<file path="src/rtl/sflash_regfront_pkg.sv">
package sflash_regfront_pkg;
  localparam int BUS_W  = 32;
  localparam int ADDR_W = 7;
  localparam int LANES  = 4;
  localparam int N_W    = $clog2(LANES + 1);
  localparam int IEN_W  = 6;
  localparam int STAT_W = 9;
  localparam int X4_BIT = 16;

  localparam logic [ADDR_W-1:0] OFS_CTRL   = 7'h00;
  localparam logic [ADDR_W-1:0] OFS_FRAMES = 7'h04;
  localparam logic [ADDR_W-1:0] OFS_IEN    = 7'h0C;
  localparam logic [ADDR_W-1:0] OFS_STATUS = 7'h10;
  localparam logic [ADDR_W-1:0] OFS_RXBYTE = 7'h40;
  localparam logic [ADDR_W-1:0] OFS_TXBYTE = 7'h44;
  localparam logic [ADDR_W-1:0] OFS_RXWORD = 7'h48;
  localparam logic [ADDR_W-1:0] OFS_TXWORD = 7'h4C;
  localparam logic [ADDR_W-1:0] OFS_EXT    = 7'h50;

  typedef enum logic [2:0] {
    RD_NONE, RD_CTRL, RD_FRAMES, RD_IEN, RD_STATUS, RD_RXB, RD_RXW, RD_EXT
  } rdSel_e;

  typedef struct packed {
    logic           wrCtrl;
    logic           wrFrames;
    logic           wrIen;
    logic           wrW1c;
    logic           wrExt;
    logic [N_W-1:0] txPushN;
    logic [N_W-1:0] rxPopN;
    rdSel_e         rdSel;
  } strobe_t;
endpackage

</file>
<file path="src/rtl/sflash_lanefifo.sv">
module sflash_lanefifo
  import sflash_regfront_pkg::*;
#(
  parameter int DEPTH = 8
) (
  input  logic                         clk,
  input  logic                         rstN,
  input  logic [N_W-1:0]               pushN,
  input  logic [LANES*8-1:0]           pushData,
  input  logic [N_W-1:0]               popN,
  output logic [LANES*8-1:0]           peek,
  output logic [$clog2(DEPTH+1)-1:0]   count
);
  localparam int PTR_W = $clog2(DEPTH);
  localparam int CNT_W = $clog2(DEPTH + 1);

  logic [7:0]       mem [DEPTH];
  logic [PTR_W-1:0] wrPtr;
  logic [PTR_W-1:0] rdPtr;

  always_ff @(posedge clk or negedge rstN) begin
    if (!rstN) begin
      wrPtr <= '0;
      rdPtr <= '0;
      count <= '0;
    end else begin
      wrPtr <= wrPtr + PTR_W'(pushN);
      rdPtr <= rdPtr + PTR_W'(popN);
      count <= count + CNT_W'(pushN) - CNT_W'(popN);
    end
  end

  always_ff @(posedge clk) begin
    for (int k = 0; k < LANES; k++) begin
      if (N_W'(k) < pushN) mem[wrPtr + PTR_W'(k)] <= pushData[8*k +: 8];
    end
  end

  always_comb begin
    for (int k = 0; k < LANES; k++) begin
      peek[8*k +: 8] = (CNT_W'(k) < count) ? mem[rdPtr + PTR_W'(k)] : 8'h00;
    end
  end

  AST_FIFO_NO_OVERFLOW: assert property (@(posedge clk) disable iff (!rstN)
    ({1'b0, count} + (CNT_W+1)'(pushN)) <= (CNT_W+1)'(DEPTH));
  AST_FIFO_NO_UNDERFLOW: assert property (@(posedge clk) disable iff (!rstN)
    CNT_W'(popN) <= count);
endmodule

</file>
<file path="src/rtl/sflash_regctl.sv">
module sflash_regctl
  import sflash_regfront_pkg::*;
#(
  parameter int FIFO_DEPTH = 8
) (
  input  logic                             busSel,
  input  logic                             busWrite,
  input  logic [ADDR_W-1:0]                busAddr,
  input  logic                             x4Mode,
  input  logic [$clog2(FIFO_DEPTH+1)-1:0]  txCount,
  input  logic [$clog2(FIFO_DEPTH+1)-1:0]  rxCount,
  output strobe_t                          strobes
);
  localparam int CNT_W = $clog2(FIFO_DEPTH + 1);
  localparam logic [CNT_W-1:0] DEPTH_C = CNT_W'(FIFO_DEPTH);
  localparam logic [CNT_W-1:0] LANES_C = CNT_W'(LANES);

  logic [CNT_W-1:0] txFree;
  logic             txHasOne;
  logic             txHasWord;
  logic [N_W-1:0]   rxWordPop;
  logic [N_W-1:0]   rxBytePop;
  logic             doWr;
  logic             doRd;

  always_comb begin
    txFree    = DEPTH_C - txCount;
    txHasOne  = txFree != '0;
    txHasWord = txFree >= LANES_C;
    rxBytePop = N_W'(rxCount != '0);
    rxWordPop = (rxCount >= LANES_C) ? N_W'(LANES) : N_W'(rxCount);
    doWr      = busSel && busWrite;
    doRd      = busSel && !busWrite;
  end

  always_comb begin
    strobes = '0;
    strobes.rdSel = RD_NONE;
    case (busAddr)
      OFS_CTRL:   begin strobes.wrCtrl   = doWr; strobes.rdSel = RD_CTRL;   end
      OFS_FRAMES: begin strobes.wrFrames = doWr; strobes.rdSel = RD_FRAMES; end
      OFS_IEN:    begin strobes.wrIen    = doWr; strobes.rdSel = RD_IEN;    end
      OFS_STATUS: begin strobes.wrW1c    = doWr; strobes.rdSel = RD_STATUS; end
      OFS_EXT:    begin strobes.wrExt    = doWr; strobes.rdSel = RD_EXT;    end
      OFS_RXBYTE: begin
        strobes.rdSel  = RD_RXB;
        strobes.rxPopN = doRd ? rxBytePop : '0;
      end
      OFS_RXWORD: begin
        strobes.rdSel  = RD_RXW;
        if (doRd) strobes.rxPopN = x4Mode ? rxWordPop : rxBytePop;
      end
      OFS_TXBYTE: strobes.txPushN = N_W'(doWr && txHasOne);
      OFS_TXWORD: begin
        if (x4Mode) strobes.txPushN = (doWr && txHasWord) ? N_W'(LANES) : '0;
        else        strobes.txPushN = N_W'(doWr && txHasOne);
      end
      default: ;
    endcase
  end
endmodule

</file>
<file path="src/rtl/sflash_regdp.sv">
module sflash_regdp
  import sflash_regfront_pkg::*;
#(
  parameter int FIFO_DEPTH = 8
) (
  input  logic                             clk,
  input  logic                             rstN,
  input  strobe_t                          strobes,
  input  logic [BUS_W-1:0]                 busWdata,
  output logic [BUS_W-1:0]                 busRdata,
  input  logic                             engTxPop,
  output logic [7:0]                       engTxData,
  output logic                             engTxEmpty,
  input  logic                             engRxPush,
  input  logic [7:0]                       engRxData,
  output logic                             engRxFull,
  input  logic                             engTxDone,
  input  logic                             engRxDone,
  input  logic                             engReady,
  output logic [BUS_W-1:0]                 ctrlWord,
  output logic [BUS_W-1:0]                 framesWord,
  output logic [BUS_W-1:0]                 framesExt,
  output logic                             irq,
  output logic                             x4Mode,
  output logic [$clog2(FIFO_DEPTH+1)-1:0]  txCount,
  output logic [$clog2(FIFO_DEPTH+1)-1:0]  rxCount
);
  localparam int CNT_W = $clog2(FIFO_DEPTH + 1);
  localparam logic [CNT_W-1:0] DEPTH_C = CNT_W'(FIFO_DEPTH);
  localparam logic [CNT_W-1:0] LANES_C = CNT_W'(LANES);

  logic [IEN_W-1:0]   ienReg;
  logic               stTxDone;
  logic               stRxDone;
  logic               stRxAvail;
  logic [STAT_W-1:0]  statusVec;
  logic [LANES*8-1:0] txPeek;
  logic [LANES*8-1:0] rxPeek;
  logic [N_W-1:0]     txPopN;
  logic [N_W-1:0]     rxPushN;
  logic               rxAccept;

  assign x4Mode     = ctrlWord[X4_BIT];
  assign engTxEmpty = txCount == '0;
  assign engRxFull  = rxCount == DEPTH_C;
  assign engTxData  = txPeek[7:0];
  assign rxAccept   = engRxPush && !engRxFull;
  assign txPopN     = N_W'(engTxPop && !engTxEmpty);
  assign rxPushN    = N_W'(rxAccept);

  sflash_lanefifo #(.DEPTH(FIFO_DEPTH)) uTxFifo (
    .clk(clk), .rstN(rstN), .pushN(strobes.txPushN), .pushData(busWdata),
    .popN(txPopN), .peek(txPeek), .count(txCount)
  );

  sflash_lanefifo #(.DEPTH(FIFO_DEPTH)) uRxFifo (
    .clk(clk), .rstN(rstN), .pushN(rxPushN),
    .pushData({{(LANES-1)*8{1'b0}}, engRxData}),
    .popN(strobes.rxPopN), .peek(rxPeek), .count(rxCount)
  );

  always_ff @(posedge clk or negedge rstN) begin
    if (!rstN) begin
      ctrlWord   <= '0;
      framesWord <= '0;
      framesExt  <= '0;
      ienReg     <= '0;
    end else begin
      if (strobes.wrCtrl)   ctrlWord   <= busWdata;
      if (strobes.wrFrames) framesWord <= busWdata;
      if (strobes.wrExt)    framesExt  <= busWdata;
      if (strobes.wrIen)    ienReg     <= busWdata[IEN_W-1:0];
    end
  end

  always_ff @(posedge clk or negedge rstN) begin
    if (!rstN) begin
      stTxDone  <= 1'b0;
      stRxDone  <= 1'b0;
      stRxAvail <= 1'b0;
    end else begin
      stTxDone  <= engTxDone | (stTxDone  & !(strobes.wrW1c && busWdata[0]));
      stRxDone  <= engRxDone | (stRxDone  & !(strobes.wrW1c && busWdata[1]));
      stRxAvail <= rxAccept  | (stRxAvail & !(strobes.wrW1c && busWdata[2]));
    end
  end

  always_comb begin
    statusVec = {x4Mode, engReady, 1'b0,
                 txCount == DEPTH_C,
                 rxCount == '0,
                 (DEPTH_C - txCount) >= LANES_C,
                 stRxAvail, stRxDone, stTxDone};
    irq = |(statusVec[IEN_W-1:0] & ienReg);
  end

  always_comb begin
    case (strobes.rdSel)
      RD_CTRL:   busRdata = ctrlWord;
      RD_FRAMES: busRdata = framesWord;
      RD_EXT:    busRdata = framesExt;
      RD_IEN:    busRdata = BUS_W'(ienReg);
      RD_STATUS: busRdata = BUS_W'(statusVec);
      RD_RXB:    busRdata = BUS_W'(rxPeek[7:0]);
      RD_RXW:    busRdata = x4Mode ? BUS_W'(rxPeek) : BUS_W'(rxPeek[7:0]);
      default:   busRdata = '0;
    endcase
  end

  AST_TXDONE_LATCHES: assert property (@(posedge clk) disable iff (!rstN)
    engTxDone |=> statusVec[0]);
  AST_W1C_CLEARS: assert property (@(posedge clk) disable iff (!rstN)
    (strobes.wrW1c && busWdata[1] && !engRxDone) |=> !statusVec[1]);
  AST_RXAVAIL_SETS: assert property (@(posedge clk) disable iff (!rstN)
    (engRxPush && !engRxFull) |=> statusVec[2]);
  AST_EMPTY_READ_ZERO: assert property (@(posedge clk) disable iff (!rstN)
    (strobes.rdSel == RD_RXB && rxCount == '0) |-> busRdata == '0);
endmodule

</file>
<file path="src/rtl/sflash_regfront.sv">
module sflash_regfront
  import sflash_regfront_pkg::*;
#(
  parameter int FIFO_DEPTH = 8
) (
  input  logic        clk,
  input  logic        rstN,
  input  logic        busSel,
  input  logic        busWrite,
  input  logic [6:0]  busAddr,
  input  logic [31:0] busWdata,
  output logic [31:0] busRdata,
  input  logic        engTxPop,
  output logic [7:0]  engTxData,
  output logic        engTxEmpty,
  input  logic        engRxPush,
  input  logic [7:0]  engRxData,
  output logic        engRxFull,
  input  logic        engTxDone,
  input  logic        engRxDone,
  input  logic        engReady,
  output logic [31:0] ctrlWord,
  output logic [31:0] framesWord,
  output logic [31:0] framesExt,
  output logic        irq
);
  localparam int CNT_W = $clog2(FIFO_DEPTH + 1);

  strobe_t          strobes;
  logic             x4Mode;
  logic [CNT_W-1:0] txCount;
  logic [CNT_W-1:0] rxCount;

  sflash_regctl #(.FIFO_DEPTH(FIFO_DEPTH)) uCtl (
    .busSel(busSel), .busWrite(busWrite), .busAddr(busAddr),
    .x4Mode(x4Mode), .txCount(txCount), .rxCount(rxCount), .strobes(strobes)
  );

  sflash_regdp #(.FIFO_DEPTH(FIFO_DEPTH)) uDp (
    .clk(clk), .rstN(rstN), .strobes(strobes), .busWdata(busWdata),
    .busRdata(busRdata), .engTxPop(engTxPop), .engTxData(engTxData),
    .engTxEmpty(engTxEmpty), .engRxPush(engRxPush), .engRxData(engRxData),
    .engRxFull(engRxFull), .engTxDone(engTxDone), .engRxDone(engRxDone),
    .engReady(engReady), .ctrlWord(ctrlWord), .framesWord(framesWord),
    .framesExt(framesExt), .irq(irq), .x4Mode(x4Mode),
    .txCount(txCount), .rxCount(rxCount)
  );
endmodule

</file>
<file path="config.mk">
export PLATFORM = sky130hd
export DESIGN_NAME = sflash_regfront
export DESIGN_NICKNAME = d
export VERILOG_FILES = /design/src/rtl/sflash_regfront_pkg.sv /design/src/rtl/sflash_lanefifo.sv /design/src/rtl/sflash_regctl.sv /design/src/rtl/sflash_regdp.sv /design/src/rtl/sflash_regfront.sv
export SDC_FILE = /design/constraint.sdc
export NUM_CORES = 1
export LEC_CHECK = 0
export ABC_CLOCK_PERIOD_IN_PS = 6500
export CORE_AREA = 4 4 137 191
export CTS_CLUSTER_SIZE = 28
export DETAILED_ROUTE_END_ITERATION = 6
export DIE_AREA = 0 0 141 195
export PLACE_DENSITY = 0.93
export REMOVE_ABC_BUFFERS = 1
export SLEW_MARGIN = 20
export SYNTH_ARGS = -nofsm -noshare
export SYNTH_HDL_FRONTEND = slang
export SYNTH_SLANG_ARGS = --single-unit
</file>
<file path="constraint.sdc">
create_clock -name clk -period 6.5 [get_ports clk]
set_clock_uncertainty 0.15 [all_clocks]
set_input_delay 1.625 -clock clk [delete_from_list [all_inputs] [get_ports clk]]
set_output_delay 1.625 -clock clk [all_outputs]
set_load 0.02 [all_outputs]
</file>
-- Yosys cells after proc, flatten, opt, wreduce, memory -nomap -nowiden
Memory sizes are Yosys's and may differ from the RTL's.
Index checks and enable logic that the tools add are counted.
- magnitude comparators: 15
- mux-type cells: 46
- bitwise gates (word level): 7
- equality and inequality tests: 17
- reductions and logical operators: 24
- add/sub/neg operators: 18
- operators with widths (cell ; number):
    one-hot mux 32 bit (7 select lines) ; 1
    two-way mux 8 bit ; 8
    equality test 7 bit (second input constant) ; 5
    two-way mux 32 bit ; 1
    two-way mux 1 bit ; 25
    two-way mux 3 bit ; 8
    OR reduction 8 bit ; 3
    one-hot mux 3 bit (7 select lines) ; 1
    adder 3 x 2 -> 3 bit (second input constant) ; 6
    equality test 3 bit (second input constant) ; 4
    < comparator 1 x 4 -> 1 bit (first input constant) ; 3
    one-hot mux 3 bit (2 select lines) ; 2
    adder 3 x 1 -> 3 bit (second input constant) ; 3
    logical AND 1 bit ; 9
    equality test 4 bit (second input constant) ; 2
    >= comparator 4 x 3 -> 1 bit (second input constant) ; 2
    logical NOT 4 bit ; 2
    < comparator 2 x 4 -> 1 bit (first input constant) ; 2
    nonzero test 4 bit ; 2
    equality test 7 x 3 -> 1 bit (second input constant) ; 1
    equality test 7 x 4 -> 1 bit (second input constant) ; 1
    equality test 7 x 5 -> 1 bit (second input constant) ; 1
    logical NOT 7 bit ; 1
    adder 3 x 1 -> 3 bit ; 2
    17 further kinds ; 32
- memories: 2
- output and inout port bits: 139
- RAM bits: 128
- flip-flop bits (word level): 125
- memory list (memory ; depth ; width ; rd ports ; clocked after Yosys merged registers in ; write ports ; RTL line ; source):
    uDp.uRxFifo.mem ; 8 ; 8 ; 4 ; 0 ; 1 ; sflash_lanefifo.sv:17 ; logic [7:0] mem [DEPTH];
    uDp.uTxFifo.mem ; 8 ; 8 ; 1 ; 0 ; 4 ; sflash_lanefifo.sv:17 ;

-- Longest topological paths before layout
- depth in word-level cells: 10
- mapped depth: 11
- depth with buffers taken out: 10

-- By module
From an unflattened synthesis, not the netlist that was laid out.
- cell total of the unflattened synthesis: 1973
- area total of the unflattened synthesis: 18670.4 µm²
- modules (own cells, without submodules) (module ; cells an instance ; area each (µm²) ; times used):
    sflash_lanefifo (uDp.uRxFifo) ; 771 ; 6686.4 ; 1
    sflash_lanefifo (uDp.uTxFifo) ; 768 ; 6613.8 ; 1
    sflash_regdp ; 389 ; 5084.9 ; 1
    sflash_regctl ; 45 ; 285.3 ; 1

-- Least setup slack after synthesis
Ideal clock, no wire load.
- kind: input -> output
- start point: input busAddr[6]
- end point: output busRdata[16]
- slack: 1414 ps
- stages on the path: 7
- path buffers: 3
- arrival: 3311 ps
- path through: buf_2 -> or3_1 -> buf_2 -> nor2_1 -> clkbuf_1 -> a22oi_1 -> o221ai_1
- word-level cells in the longest chain between the ends: 4
- RTL lines (element ; RTL line ; source):
    from (decl) ; sflash_regfront.sv:10 ; input logic [6:0] busAddr,
    equality test 7 bit, or another cell as far along ; sflash_regctl.sv:39 ; case (busAddr)
    one-hot mux 3 bit (7 select lines) (*) ; sflash_regctl.sv:39 ;
    equality test 3 bit, or another cell as far along ; sflash_regdp.sv:98 ; case (strobes.rdSel)
    one-hot mux 32 bit (7 select lines) (*) ; sflash_regdp.sv:98 ;
    to (decl) ; sflash_regfront.sv:12 ; output logic [31:0] busRdata,
Mark *: on every way between the ends. The rest lies on a longest branch, timed or not.

-- Worst setup path in the final report
- start point: input busAddr[6]
- end point: output busRdata[7]
Same word-level chain as after synthesis.

==> impl_metrics.tcl <==
set metrics [dict create \
    syn-cell-area_um2 14700 \
    crit_family "buffers and inverters" \
    dp_cells 1590 \
    synthCells 1150 \
    routedWlPerCell_um 29.9 \
    drc 0 \
    power_density_nw_per_um2 273 \
    antenna_found_initial 1 \
    ant_nets 0 \
    fmax_mhz 154 \
    ys.flop_type "edfxtp_1" \
    grt_start_max_net_pins 68 \
    worst_path_largest_cell_delay_ns 0.80 \
    synth_top_area_share_pct 26.1 \
    overflow 0 \
    tightest_slew_ns 1.06 \
    worstPathRequired_ns 4.72 \
    num_rows 68 \
    vias_per_cell 7.33 \
    drt-initial-drc-count 1684 \
    met2_usage_pct 57.9 \
    grt_pass1_vias 12300 \
    core_um2 24500 \
    synth_top_cell_by_area "edfxtp_1" \
    cp_common_cell "clkdlybuf4s50_1" \
    met1_usage_pct 41.4 \
    p_leak_nw 6.70 \
    r2r_cells 6 \
    critPathArrivalTime_ns 4.70 \
    synth-edff-count 128 \
    clock_latency_ns 0.53 \
    grtUsageTotal_pct 35.0 \
    postCtsSetupRepairBufs 0 \
    setup_viol 0 \
    cts_tree "built" \
    cts_root_buffer "clkbuf_16" \
    nFillCells 1588 \
    status "completed" \
    dpl.hpwl_um 34800 \
    drv_slew 0 \
    min_from "uDp.stTxDone$_DFF_PN0_" \
    maxSlewHeadroom_pct 28.9 \
    regToRegStartpoint "uDp.uTxFifo.wrPtr[0]$_DFF_PN0_" \
    num_antenna_cells 0 \
    vias 12000 \
    min_period_ns 6.48 \
    yosysSeqAreaShare_pct 47.4 \
    fin_tns_setup_ns 0 \
    holdBufCountCts 0 \
    synth.distinct_cells 74 \
    critical_path.cell_chain "clkdlybuf4s50_1 -> or3_1 -> nand2b_4 -> nor2_1 -> a221oi_1 -> o21ai_0 -> clkdlybuf4s50_1" \
    gp_congestion 1.01 \
    crit_fanout 7 \
    yosysWarnings 0 \
    drtPass1Iterations 6 \
    hold_path_class "reg2reg" \
    irDropWorstVdd_mv 0.226 \
    yosys-top-cells-area "edfxtp_1 26%, dfrtp_1 21%, mux4_2 12%" \
    max_cap_viol_count 0 \
    post_cts_resized 0 \
    grt_pass1_wl_um 73900 \
    syn_to_final_growth_pct 20.0 \
    cts_buffer_depth 3 \
    critPathLaunchType "primary input" \
    numCtsBuffers 24 \
    syn_avg_cell_area_um2 12.8 \
    die_h_um 195 \
    slowest_stage "a221oi_1" \
    nets 1380 \
    clkTransAtPathRegs_ns 0.06 \
    hold_violations 0 \
    post-route-period-util_pct 99.7 \
    layout-drive-gt1-share_pct 20.9 \
    finalNonFillerCells 1634 \
    start_util_pct 60.0 \
    io_pins 195 \
    ys_ff_latch 253 \
    chipWidth_um 141 \
    busiest_layer "met2" \
    min_path_cells 1 \
    cp-end-kind "output port" \
    dieArea_um2 27500 \
    cp_num_cells 7 \
    grtUsageMet3_pct 5.54 \
    clock-sinks 253 \
    startpoint "busAddr[6]" \
    rsz0062_at_grt "false" \
    wirelength_um 48800 \
    path_buf_inv 2 \
    cts_max_level 1 \
    portBuffers 194 \
    criticalPathCategory "in2out" \
    synth-async-reset-ratio_pct 49.4 \
]
## sequential cells by signal (all words and copies together), names as in the netlist, 4 cells and up
| name | cells |
|---|---|
| uDp.uRxFifo.mem | 64 |
| uDp.uTxFifo.mem | 64 |
| uDp.ctrlWord | 32 |
| uDp.framesExt | 32 |
| uDp.framesWord | 32 |
| uDp.ienReg | 6 |
| uDp.uRxFifo.count | 4 |
| uDp.uTxFifo.count | 4 |
## final timing paths
| check | slack [ns] | to |
|---|---|---|
| max in group asynchronous | 3.77 | uDp.uRxFifo.rdPtr[0]$_DFF_PN0_ |
| hold reg to reg | 0.37 | uDp.stTxDone$_DFF_PN0_ |
| hold / removal | 0.37 | uDp.stTxDone$_DFF_PN0_ |
| setup reg to reg | 2.47 | uDp.uTxFifo.mem[6][4]$_DFFE_PP_ |
| setup / recovery | 0.02 | busRdata[7] |
| min in group asynchronous | 1.08 | uDp.ctrlWord[0]$_DFFE_PN0P_ |
## cell families after synthesis
logic type	after synthesis	synth area share, %
AND/OR/NAND/NOR	211	8.39
multiplexers	272	26.2
buffers and inverters	122	3.62
AO/OA/AOI/OAI	247	11.0
XOR/XNOR	22	1.36
adder cells (fa/ha/maj)	23	2.11
flip-flops	253	47.4
## stage by stage
step / total power [mW] / hold slack, ns / area, um^2 / utilization, % / setup WS, ns
finish: 4.82 / 0.370 / 17700 / 72.0 / 0.0208
global route: 5.00 / 0.400 / 17700 / 72.0 / 0.109
CTS: 4.81 / 0.377 / 17600 / 72.0 / 0.334
detailed placement: 3.42 / 0.349 / 16900 / 68.8 / 0.336
global placement: 3.34 / 0.345 / 16900 / 68.8 / 0.359
floorplan: 2.89 / 0.320 / 14300 / - / 0.186
## per-layer routing
layer,share of wire (%),vias to the layer above
met5,0.018,-
met4,9.2,2
met3,9.8,309
met2,49,1059
met1,32,5791
li1,-,4812
## cells in the final DEF (no fill, tap or decap), drive strengths merged, types with 6 or more instances in the layout
cell type,instances
clkdlybuf4s50,192
edfxtp,128
dfrtp,125
mux2i,98
mux2,94
mux4,80
a21oi,62
nand2,60
o22ai,55
nor2,43
a22oi,40
inv,31
o21ai,28
clkbuf,28
buf,25
nand3,23
ha,20
nor3,18
a221oi,17
o211ai,17
nand2b,15
xnor2,15
o221ai,9
nand4,9
clkinv,9
xor2,7
and2,6
and3,6
a21o,6
## where the power goes
group | internal (mW) | switching (mW)
registers | 1.84 | 0.248
logic | 0.650 | 0.688
clock network | 0.763 | 0.638
## cells in the mapped netlist (17+ instances only)
| master | count |
|---|---|
| a21oi_1 | 62 |
| a221oi_1 | 17 |
| a22oi_1 | 40 |
| buf_2 | 23 |
| clkbuf_1 | 47 |
| dfrtp_1 | 125 |
| edfxtp_1 | 128 |
| ha_1 | 20 |
| inv_1 | 28 |
| mux2_2 | 90 |
| mux2i_1 | 98 |
| mux4_2 | 80 |
| nand2_1 | 59 |
| nand3_1 | 18 |
| nor2_1 | 38 |
| o211ai_1 | 17 |
| o21ai_0 | 26 |
| o22ai_1 | 55 |
## final cells by class
type / count / area [um^2] / area share, %
multi-input combinational: 775 / 7240 / 41.0
sequential: 253 / 6980 / 39.5
timing repair buffer: 217 / 2140 / 12.1
clock buffer: 28 / 647 / 3.66
tap: 315 / 394 / 2.23
clock inverter: 16 / 139 / 0.787
inverter: 30 / 113 / 0.638
(Power assumes the default switching activity.)
